### src/rtl/tcap_pkg.sv
package tcap_pkg;

  typedef enum logic [1:0] {
    EDGE_NONE = 2'b00,
    EDGE_RISE = 2'b01,
    EDGE_FALL = 2'b10,
    EDGE_ANY  = 2'b11
  } edge_sel_e;

  typedef enum logic [1:0] {
    MODE_SINGLE   = 2'b00,
    MODE_DOUBLE   = 2'b01,
    MODE_USER     = 2'b10,
    MODE_USER_ALT = 2'b11
  } chan_mode_e;

  localparam int unsigned NUM_CAP = 2;

  function automatic logic edge_hit(input edge_sel_e sel, input logic rise, input logic fall);
    return (sel[0] & rise) | (sel[1] & fall);
  endfunction

endpackage

### src/rtl/tcap_edge_detect.sv
module tcap_edge_detect
  import tcap_pkg::*;
#(
  parameter int unsigned SYNC_STAGES = 2
) (
  input  logic       clk,
  input  logic       rst_n,
  input  logic       pin_i,
  input  logic [1:0] sel1_i,
  input  logic [1:0] sel2_i,
  output logic       ev1_o,
  output logic       ev2_o
);

  localparam int unsigned LAST = SYNC_STAGES - 1;

  logic [SYNC_STAGES-1:0] sync_q;
  logic                   prev_q;
  logic                   level;
  logic                   rise;
  logic                   fall;

  // synchronizer chain, one flop per stage
  for (genvar g = 0; g < SYNC_STAGES; g++) begin : g_sync
    if (g == 0) begin : g_first
      always_ff @(posedge clk or negedge rst_n) begin
        if (!rst_n) sync_q[0] <= 1'b0;
        else        sync_q[0] <= pin_i;
      end
    end else begin : g_next
      always_ff @(posedge clk or negedge rst_n) begin
        if (!rst_n) sync_q[g] <= 1'b0;
        else        sync_q[g] <= sync_q[g-1];
      end
    end
  end

  assign level = sync_q[LAST];

  always_ff @(posedge clk or negedge rst_n) begin
    if (!rst_n) prev_q <= 1'b0;
    else        prev_q <= level;
  end

  assign rise = level & ~prev_q;
  assign fall = ~level & prev_q;

  assign ev1_o = edge_hit(edge_sel_e'(sel1_i), rise, fall);
  assign ev2_o = edge_hit(edge_sel_e'(sel2_i), rise, fall);

  // a detected rising edge means the delayed level was low one cycle earlier
  assert_rise_history_R2: assert property (@(posedge clk) disable iff (!rst_n)
    (rise && $past(rst_n)) |-> !$past(level));

endmodule

### src/rtl/tcap_latches.sv
module tcap_latches
  import tcap_pkg::*;
(
  input  logic       clk,
  input  logic       rst_n,
  input  logic       ev1_i,
  input  logic       ev2_i,
  input  logic       match1_i,
  input  logic       match2_i,
  input  logic       match_wr_i,
  input  logic       clr_i,
  input  logic [1:0] mode_i,
  output logic       tdl1_o,
  output logic       tdl2_o,
  output logic       mrl1_o,
  output logic       mrl2_o,
  output logic       mre_o,
  output logic       tdl1_set_o,
  output logic       tdl2_set_o,
  output logic       mrl1_set_o,
  output logic       mrl2_set_o,
  output logic       srq_o
);

  chan_mode_e mode;
  logic       user_mode;
  logic       tdl1_q, tdl2_q, mrl1_q, mrl2_q, mre_q, srq_q;
  logic       tdl1_set, tdl2_set, mrl1_set, mrl2_set;
  logic       srq_d;

  assign mode      = chan_mode_e'(mode_i);
  assign user_mode = (mode == MODE_USER) || (mode == MODE_USER_ALT);

  // assertion conditions; each still counts when a clear arrives together
  assign tdl1_set = ev1_i & ~tdl1_q;
  assign tdl2_set = ev2_i & ~tdl2_q & (user_mode | tdl1_q);
  assign mrl1_set = match1_i & mre_q & ~mrl1_q;
  assign mrl2_set = match2_i & mre_q & ~mrl2_q;

  always_comb begin
    unique case (mode)
      MODE_SINGLE: srq_d = tdl1_set;
      MODE_DOUBLE: srq_d = tdl2_set;
      default:     srq_d = tdl1_set | tdl2_set;
    endcase
  end

  always_ff @(posedge clk or negedge rst_n) begin
    if (!rst_n) begin
      tdl1_q <= 1'b0;
      tdl2_q <= 1'b0;
      mrl1_q <= 1'b0;
      mrl2_q <= 1'b0;
      mre_q  <= 1'b0;
      srq_q  <= 1'b0;
    end else begin
      tdl1_q <= clr_i ? 1'b0 : (tdl1_q | tdl1_set);
      tdl2_q <= clr_i ? 1'b0 : (tdl2_q | tdl2_set);
      mrl1_q <= clr_i ? 1'b0 : (mrl1_q | mrl1_set);
      mrl2_q <= clr_i ? 1'b0 : (mrl2_q | mrl2_set);
      // a match write wins over the disarm from recognition
      if (match_wr_i)                mre_q <= 1'b1;
      else if (mrl1_set || mrl2_set) mre_q <= 1'b0;
      srq_q  <= srq_d;
    end
  end

  assign tdl1_o     = tdl1_q;
  assign tdl2_o     = tdl2_q;
  assign mrl1_o     = mrl1_q;
  assign mrl2_o     = mrl2_q;
  assign mre_o      = mre_q;
  assign srq_o      = srq_q;
  assign tdl1_set_o = tdl1_set;
  assign tdl2_set_o = tdl2_set;
  assign mrl1_set_o = mrl1_set;
  assign mrl2_set_o = mrl2_set;

  assert_ordered_second_R5: assert property (@(posedge clk) disable iff (!rst_n)
    ($rose(tdl2_q) && !$past(mode_i[1])) |-> $past(tdl1_q));

  assert_clear_latches_R12: assert property (@(posedge clk) disable iff (!rst_n)
    clr_i |=> (!tdl1_q && !tdl2_q && !mrl1_q && !mrl2_q));

  assert_write_priority_R11: assert property (@(posedge clk) disable iff (!rst_n)
    match_wr_i |=> mre_q);

  assert_match_needs_enable_R11: assert property (@(posedge clk) disable iff (!rst_n)
    ($rose(mrl1_q) || $rose(mrl2_q)) |-> $past(mre_q));

endmodule

### src/rtl/tcap_capture.sv
module tcap_capture #(
  parameter int unsigned TB_W = 16
) (
  input  logic            clk,
  input  logic            rst_n,
  input  logic [TB_W-1:0] tb_a_i,
  input  logic [TB_W-1:0] tb_b_i,
  input  logic            sel_i,
  input  logic            tr_load_i,
  input  logic            match_load_i,
  input  logic            clr_i,
  output logic [TB_W-1:0] cap_o
);

  logic [TB_W-1:0] cap_q;
  logic [TB_W-1:0] tb_sel;
  logic            prot_q;
  logic            load;

  assign tb_sel = sel_i ? tb_b_i : tb_a_i;
  // a transition-made capture blocks later match-made ones
  assign load   = tr_load_i | (match_load_i & ~prot_q);

  always_ff @(posedge clk or negedge rst_n) begin
    if (!rst_n) begin
      cap_q  <= '0;
      prot_q <= 1'b0;
    end else begin
      if (load) cap_q <= tb_sel;
      if (clr_i)          prot_q <= 1'b0;
      else if (tr_load_i) prot_q <= 1'b1;
    end
  end

  assign cap_o = cap_q;

  assert_protected_hold_R10: assert property (@(posedge clk) disable iff (!rst_n)
    (prot_q && !tr_load_i) |=> $stable(cap_q));

endmodule

### src/rtl/tcap_channel.sv
module tcap_channel
  import tcap_pkg::*;
#(
  parameter int unsigned TB_W        = 16,
  parameter int unsigned SYNC_STAGES = 2
) (
  input  logic            clk,
  input  logic            rst_n,
  input  logic            pin_i,
  input  logic [TB_W-1:0] tb_a_i,
  input  logic [TB_W-1:0] tb_b_i,
  input  logic            match1_i,
  input  logic            match2_i,
  input  logic            match_wr_i,
  input  logic [1:0]      edge1_sel_i,
  input  logic [1:0]      edge2_sel_i,
  input  logic            cap1_sel_i,
  input  logic            cap2_sel_i,
  input  logic [1:0]      mode_i,
  input  logic            ccap_en_i,
  input  logic            clr_i,
  output logic [TB_W-1:0] cap1_o,
  output logic [TB_W-1:0] cap2_o,
  output logic            tdl1_o,
  output logic            tdl2_o,
  output logic            mrl1_o,
  output logic            mrl2_o,
  output logic            mre_o,
  output logic            srq_o
);

  logic ev1, ev2;
  logic tdl1, tdl2;
  logic tdl1_set, tdl2_set, mrl1_set, mrl2_set;

  logic [NUM_CAP-1:0] tr_load;
  logic [NUM_CAP-1:0] m_load;
  logic [NUM_CAP-1:0] cap_sel;
  logic [TB_W-1:0]    cap [NUM_CAP];

  tcap_edge_detect #(
    .SYNC_STAGES (SYNC_STAGES)
  ) u_edge (
    .clk    (clk),
    .rst_n  (rst_n),
    .pin_i  (pin_i),
    .sel1_i (edge1_sel_i),
    .sel2_i (edge2_sel_i),
    .ev1_o  (ev1),
    .ev2_o  (ev2)
  );

  tcap_latches u_latch (
    .clk        (clk),
    .rst_n      (rst_n),
    .ev1_i      (ev1),
    .ev2_i      (ev2),
    .match1_i   (match1_i),
    .match2_i   (match2_i),
    .match_wr_i (match_wr_i),
    .clr_i      (clr_i),
    .mode_i     (mode_i),
    .tdl1_o     (tdl1),
    .tdl2_o     (tdl2),
    .mrl1_o     (mrl1_o),
    .mrl2_o     (mrl2_o),
    .mre_o      (mre_o),
    .tdl1_set_o (tdl1_set),
    .tdl2_set_o (tdl2_set),
    .mrl1_set_o (mrl1_set),
    .mrl2_set_o (mrl2_set),
    .srq_o      (srq_o)
  );

  // slot 0 also recaptures on first-edge events while continuous capture runs
  assign tr_load[0] = tdl1_set | (ccap_en_i & tdl1 & ev1);
  assign tr_load[1] = tdl2_set;
  assign m_load[0]  = mrl1_set;
  assign m_load[1]  = mrl2_set;
  assign cap_sel[0] = cap1_sel_i;
  assign cap_sel[1] = cap2_sel_i;

  for (genvar g = 0; g < NUM_CAP; g++) begin : g_cap
    tcap_capture #(
      .TB_W (TB_W)
    ) u_cap (
      .clk          (clk),
      .rst_n        (rst_n),
      .tb_a_i       (tb_a_i),
      .tb_b_i       (tb_b_i),
      .sel_i        (cap_sel[g]),
      .tr_load_i    (tr_load[g]),
      .match_load_i (m_load[g]),
      .clr_i        (clr_i),
      .cap_o        (cap[g])
    );
  end

  assign cap1_o = cap[0];
  assign cap2_o = cap[1];
  assign tdl1_o = tdl1;
  assign tdl2_o = tdl2;

  assert_reg2_quiet_R9: assert property (@(posedge clk) disable iff (!rst_n)
    (!tdl2_set && !mrl2_set) |=> $stable(cap2_o));

endmodule

### config.mk
export PLATFORM = sky130hd
export DESIGN_NAME = tcap_channel
export DESIGN_NICKNAME = d
export VERILOG_FILES = /design/src/rtl/tcap_pkg.sv /design/src/rtl/tcap_edge_detect.sv /design/src/rtl/tcap_latches.sv /design/src/rtl/tcap_capture.sv /design/src/rtl/tcap_channel.sv
export SDC_FILE = /design/constraint.sdc
export NUM_CORES = 1
export LEC_CHECK = 0
export ABC_AREA = 1
export BUFFER_PORTS_ARGS = -buffer_cell sky130_fd_sc_hd__buf_2
export CAP_MARGIN = 20
export CORE_UTILIZATION = 52
export DETAILED_ROUTE_END_ITERATION = 12
export GPL_TIMING_DRIVEN = 0
export MAX_ROUTING_LAYER = met4
export PLACE_DENSITY = 0.85
export SLEW_MARGIN = 20
export SYNTH_ARGS = -nofsm -noshare
export SYNTH_HDL_FRONTEND = slang
export SYNTH_SLANG_ARGS = --single-unit
export TNS_END_PERCENT = 50
### constraint.sdc
create_clock -name clk -period 1.7 [get_ports clk]
set_input_delay 0.255 -clock clk [delete_from_list [all_inputs] [get_ports clk]]
set_output_delay 0.255 -clock clk [all_outputs]
set_load 0.1 [all_outputs]
==> run metrics <==
status=completed; Via density=5.06; IO Port Bufs=85; Starting Density=0.539; Critical Path RT=1.44 ns; cts repair resizes=0; Seq cells post-synth=43; Syn Std Cell Area=2160 µm²; CP delay by family, top=buffers and inverters; die area=4410 µm²; # IOs=86; Logic pwr share=0.526; Area Overhead vs Synth=26.6%; placed insts=408; Pleak=1.57 nW; register area=1080 µm²; P_sw=0.00226 W; via count=2106; width of the die=66.4 µm; Routed WL=5300 µm; Reg power frac=0.323; actual slew at the worst max-slew pin=0.957 ns; die height=66.4 µm; Final HPWL DP=4110 µm; Cell variety after synth=18; first-pass GRT wire length=8520 µm; Routed WL per cell=12.7 µm; net switching fraction of the power=0.549; clock sinks=43; Slowest cell on crit path=buf_2; setup TNS=0 ns; gr ovfl total=0; number of buffers created by CTS=5; core area=4000 µm²; worst path cell trace=buf_2; RSZ-0062 raised after global routing=false; f_max=0.729 GHz; Worst Setup Start Kind=flip-flop; Slew Limit Fails=0; Slew headroom=0.362; Setup-failing EPs final=0; Clk pwr share=0.151; syn_nets=321; crit share post-route=0.807; largest cells by area after synthesis=dfrtp_1, nand2_1, nand3_1; flop-to-flop setup slack=0.45 ns; Clk Latency, worst-skew pair=0.29 ns; Worst path max stage delay=0.43 ns; CTS tree=yes; fraction of layout cells with a size suffix above 1=0.311; Final Hold Fails=0; global-route usage over all layers=0.270; DRT Pass-1 Iters=4; Max-cap violations=0; Placer Congestion=0.905; Arr. time, crit path=1.12 ns; Net count, final=413; Post CTS Setup Buffer Count=0; root buffer cell=clkbuf_8; Buf+Inv Stages, Crit Path=1; Post-DRT Antenna Nets=0; Layout Cells excl Fill=416; antenna violations before repair=0; Crit. End Element=primary output; VDD IR max=0.911 mV; # H-tree levels=2; DRC errors left=0; critical path class=flip-flop to primary output; largest net degree at the start of global routing=44; row cnt=23; synth warn=0; 1st-iter DRT viols=136; vias in the first global route=1977; FILL cells=352; clock skew=0.00434 ns; cell internal pwr=0.00185 W; pwr dens=1500 nW/µm²; hold_buf cts=0; post-synthesis sequential area ratio=0.499; multi-input logic area=883 µm²; Tmin final=1.37 ns; post-synth top area share=0.499; worst hold-check path type=primary input to flip-flop; ANT cells=0; crit path max fanout=5; syn_area_per_cell=7.90 µm²; clk slew on worst S/H paths=0.07 ns; CTS Buffer Depth=2; Cells after Synth=273; post-synth top area cell=dfrtp_1
[power groups by stage]
stage / Combinational [W] / Sequential [W] / Clock, W
2_1_floorplan: 0.000361 / 0.00274 / 0
3_5_place_dp: 0.00216 / 0.00134 / 0
5_1_grt: 0.00226 / 0.00135 / 0.000669
6_report: 0.00216 / 0.00133 / 0.000622
4_1_cts: 0.00216 / 0.00133 / 0.000639
3_3_place_gp: 0.00214 / 0.00134 / 0
[synthesized netlist by cell type]
cell and number:
nand2_1 101, dfrtp_1 43, nand3_1 38, o21ai_0 33, inv_1 26, a21oi_1 6, buf_2 4, clkbuf_1 4
buf_6 3, nand2_4 3, buf_4 2, nand2_2 2, nand4_4 2, nor2_1 2, a31o_2 1, buf_8 1
nor2_2 1, o21bai_1 1
[area by class of cell]
| cell class | instances | area share |
|---|---|---|
| inverter | 26 | 0.0357 |
| multi-input combinational | 190 | 0.324 |
| clock buffer | 7 | 0.0280 |
| sequential | 43 | 0.396 |
| tap | 50 | 0.0229 |
| timing repair buffer | 85 | 0.156 |
| buffer | 14 | 0.0362 |
| clock inverter | 1 | 0.00183 |
[metrics by stage]
stage,setup WS [ns],hold WS (ns),util,power (W),instance area (µm²)
2_1_floorplan,0.0926,-0.0406,-,0.00311,2160
3_3_place_gp,0.509,0.335,0.662,0.00348,2650
3_5_place_dp,0.443,0.342,0.662,0.00351,2650
4_1_cts,0.317,0.0572,0.683,0.00413,2730
5_1_grt,0.279,0.0556,0.683,0.00428,2730
6_report,0.328,0.0662,0.683,0.00411,2730
[cells in the final DEF (no fill, tap or decap)]
cell / synthesis / routed
nand2_4: 3 / 3
nor2_1: 2 / 2
o21ai_0: 33 / 33
a31o_2: 1 / 1
buf_2: 4 / 89
dfrtp_1: 43 / 39
nand3_1: 38 / 38
nor2_2: 1 / 1
clkbuf_1: 4 / 6
dfrtp_2: 0 / 4
clkbuf_8: 0 / 5
nand2_2: 2 / 2
nand2_1: 101 / 101
buf_6: 3 / 3
nand4_4: 2 / 2
o21bai_1: 1 / 1
a21oi_1: 6 / 6
buf_4: 2 / 2
clkinv_2: 0 / 1
buf_8: 1 / 1
inv_1: 26 / 26
[path summary, 6_finish.rpt]
| path | end | depth (start not counted) | startpoint |
|---|---|---|---|
| setup reg to reg | g_cap[1].u_cap.cap_o[8] | 8 | u_edge.level |
| hold / removal | u_edge.sync_q[0] | 1 | pin_i |
| setup / recovery | tdl1_o | 1 | u_latch.tdl1_o |
| hold reg to reg | u_edge.level | 0 | u_edge.sync_q[0] |
| min in group asynchronous | u_edge.prev_q | 1 | rst_n |
| max in group asynchronous | u_latch.mre_o | 1 | rst_n |
[layer usage]
layer / vias to the layer above / wire, µm / global-route usage
li1: 1056 / - / -
met2: 96 / 2560 / 0.449
met5: - / 0 / -
met1: 947 / 2300 / 0.331
met4: 0 / 66 / 0.0957
met3: 7 / 367 / 0.0483
[logic make-up (layout without fill, tap and decap cells)]
group,after synthesis,count (layout),share of synthesized area
compound gates,41,41,0.0981
buf+inv,40,133,0.0911
simple gates,149,149,0.312
flops,43,43,0.499
[registers in the layout, summed over array words and instances, names as in the netlist]
name                flops
u_latch.mrl1_o          1
g_cap.u_cap.prot_q      2
u_latch.srq_o           1
u_edge.prev_q           1
g_cap.u_cap.cap_o      32
u_edge.sync_q           1
u_latch.mrl2_o          1
u_latch.tdl2_o          1
u_edge.level            1
u_latch.tdl1_o          1
u_latch.mre_o           1
Power figures use the tool's default switching activity.
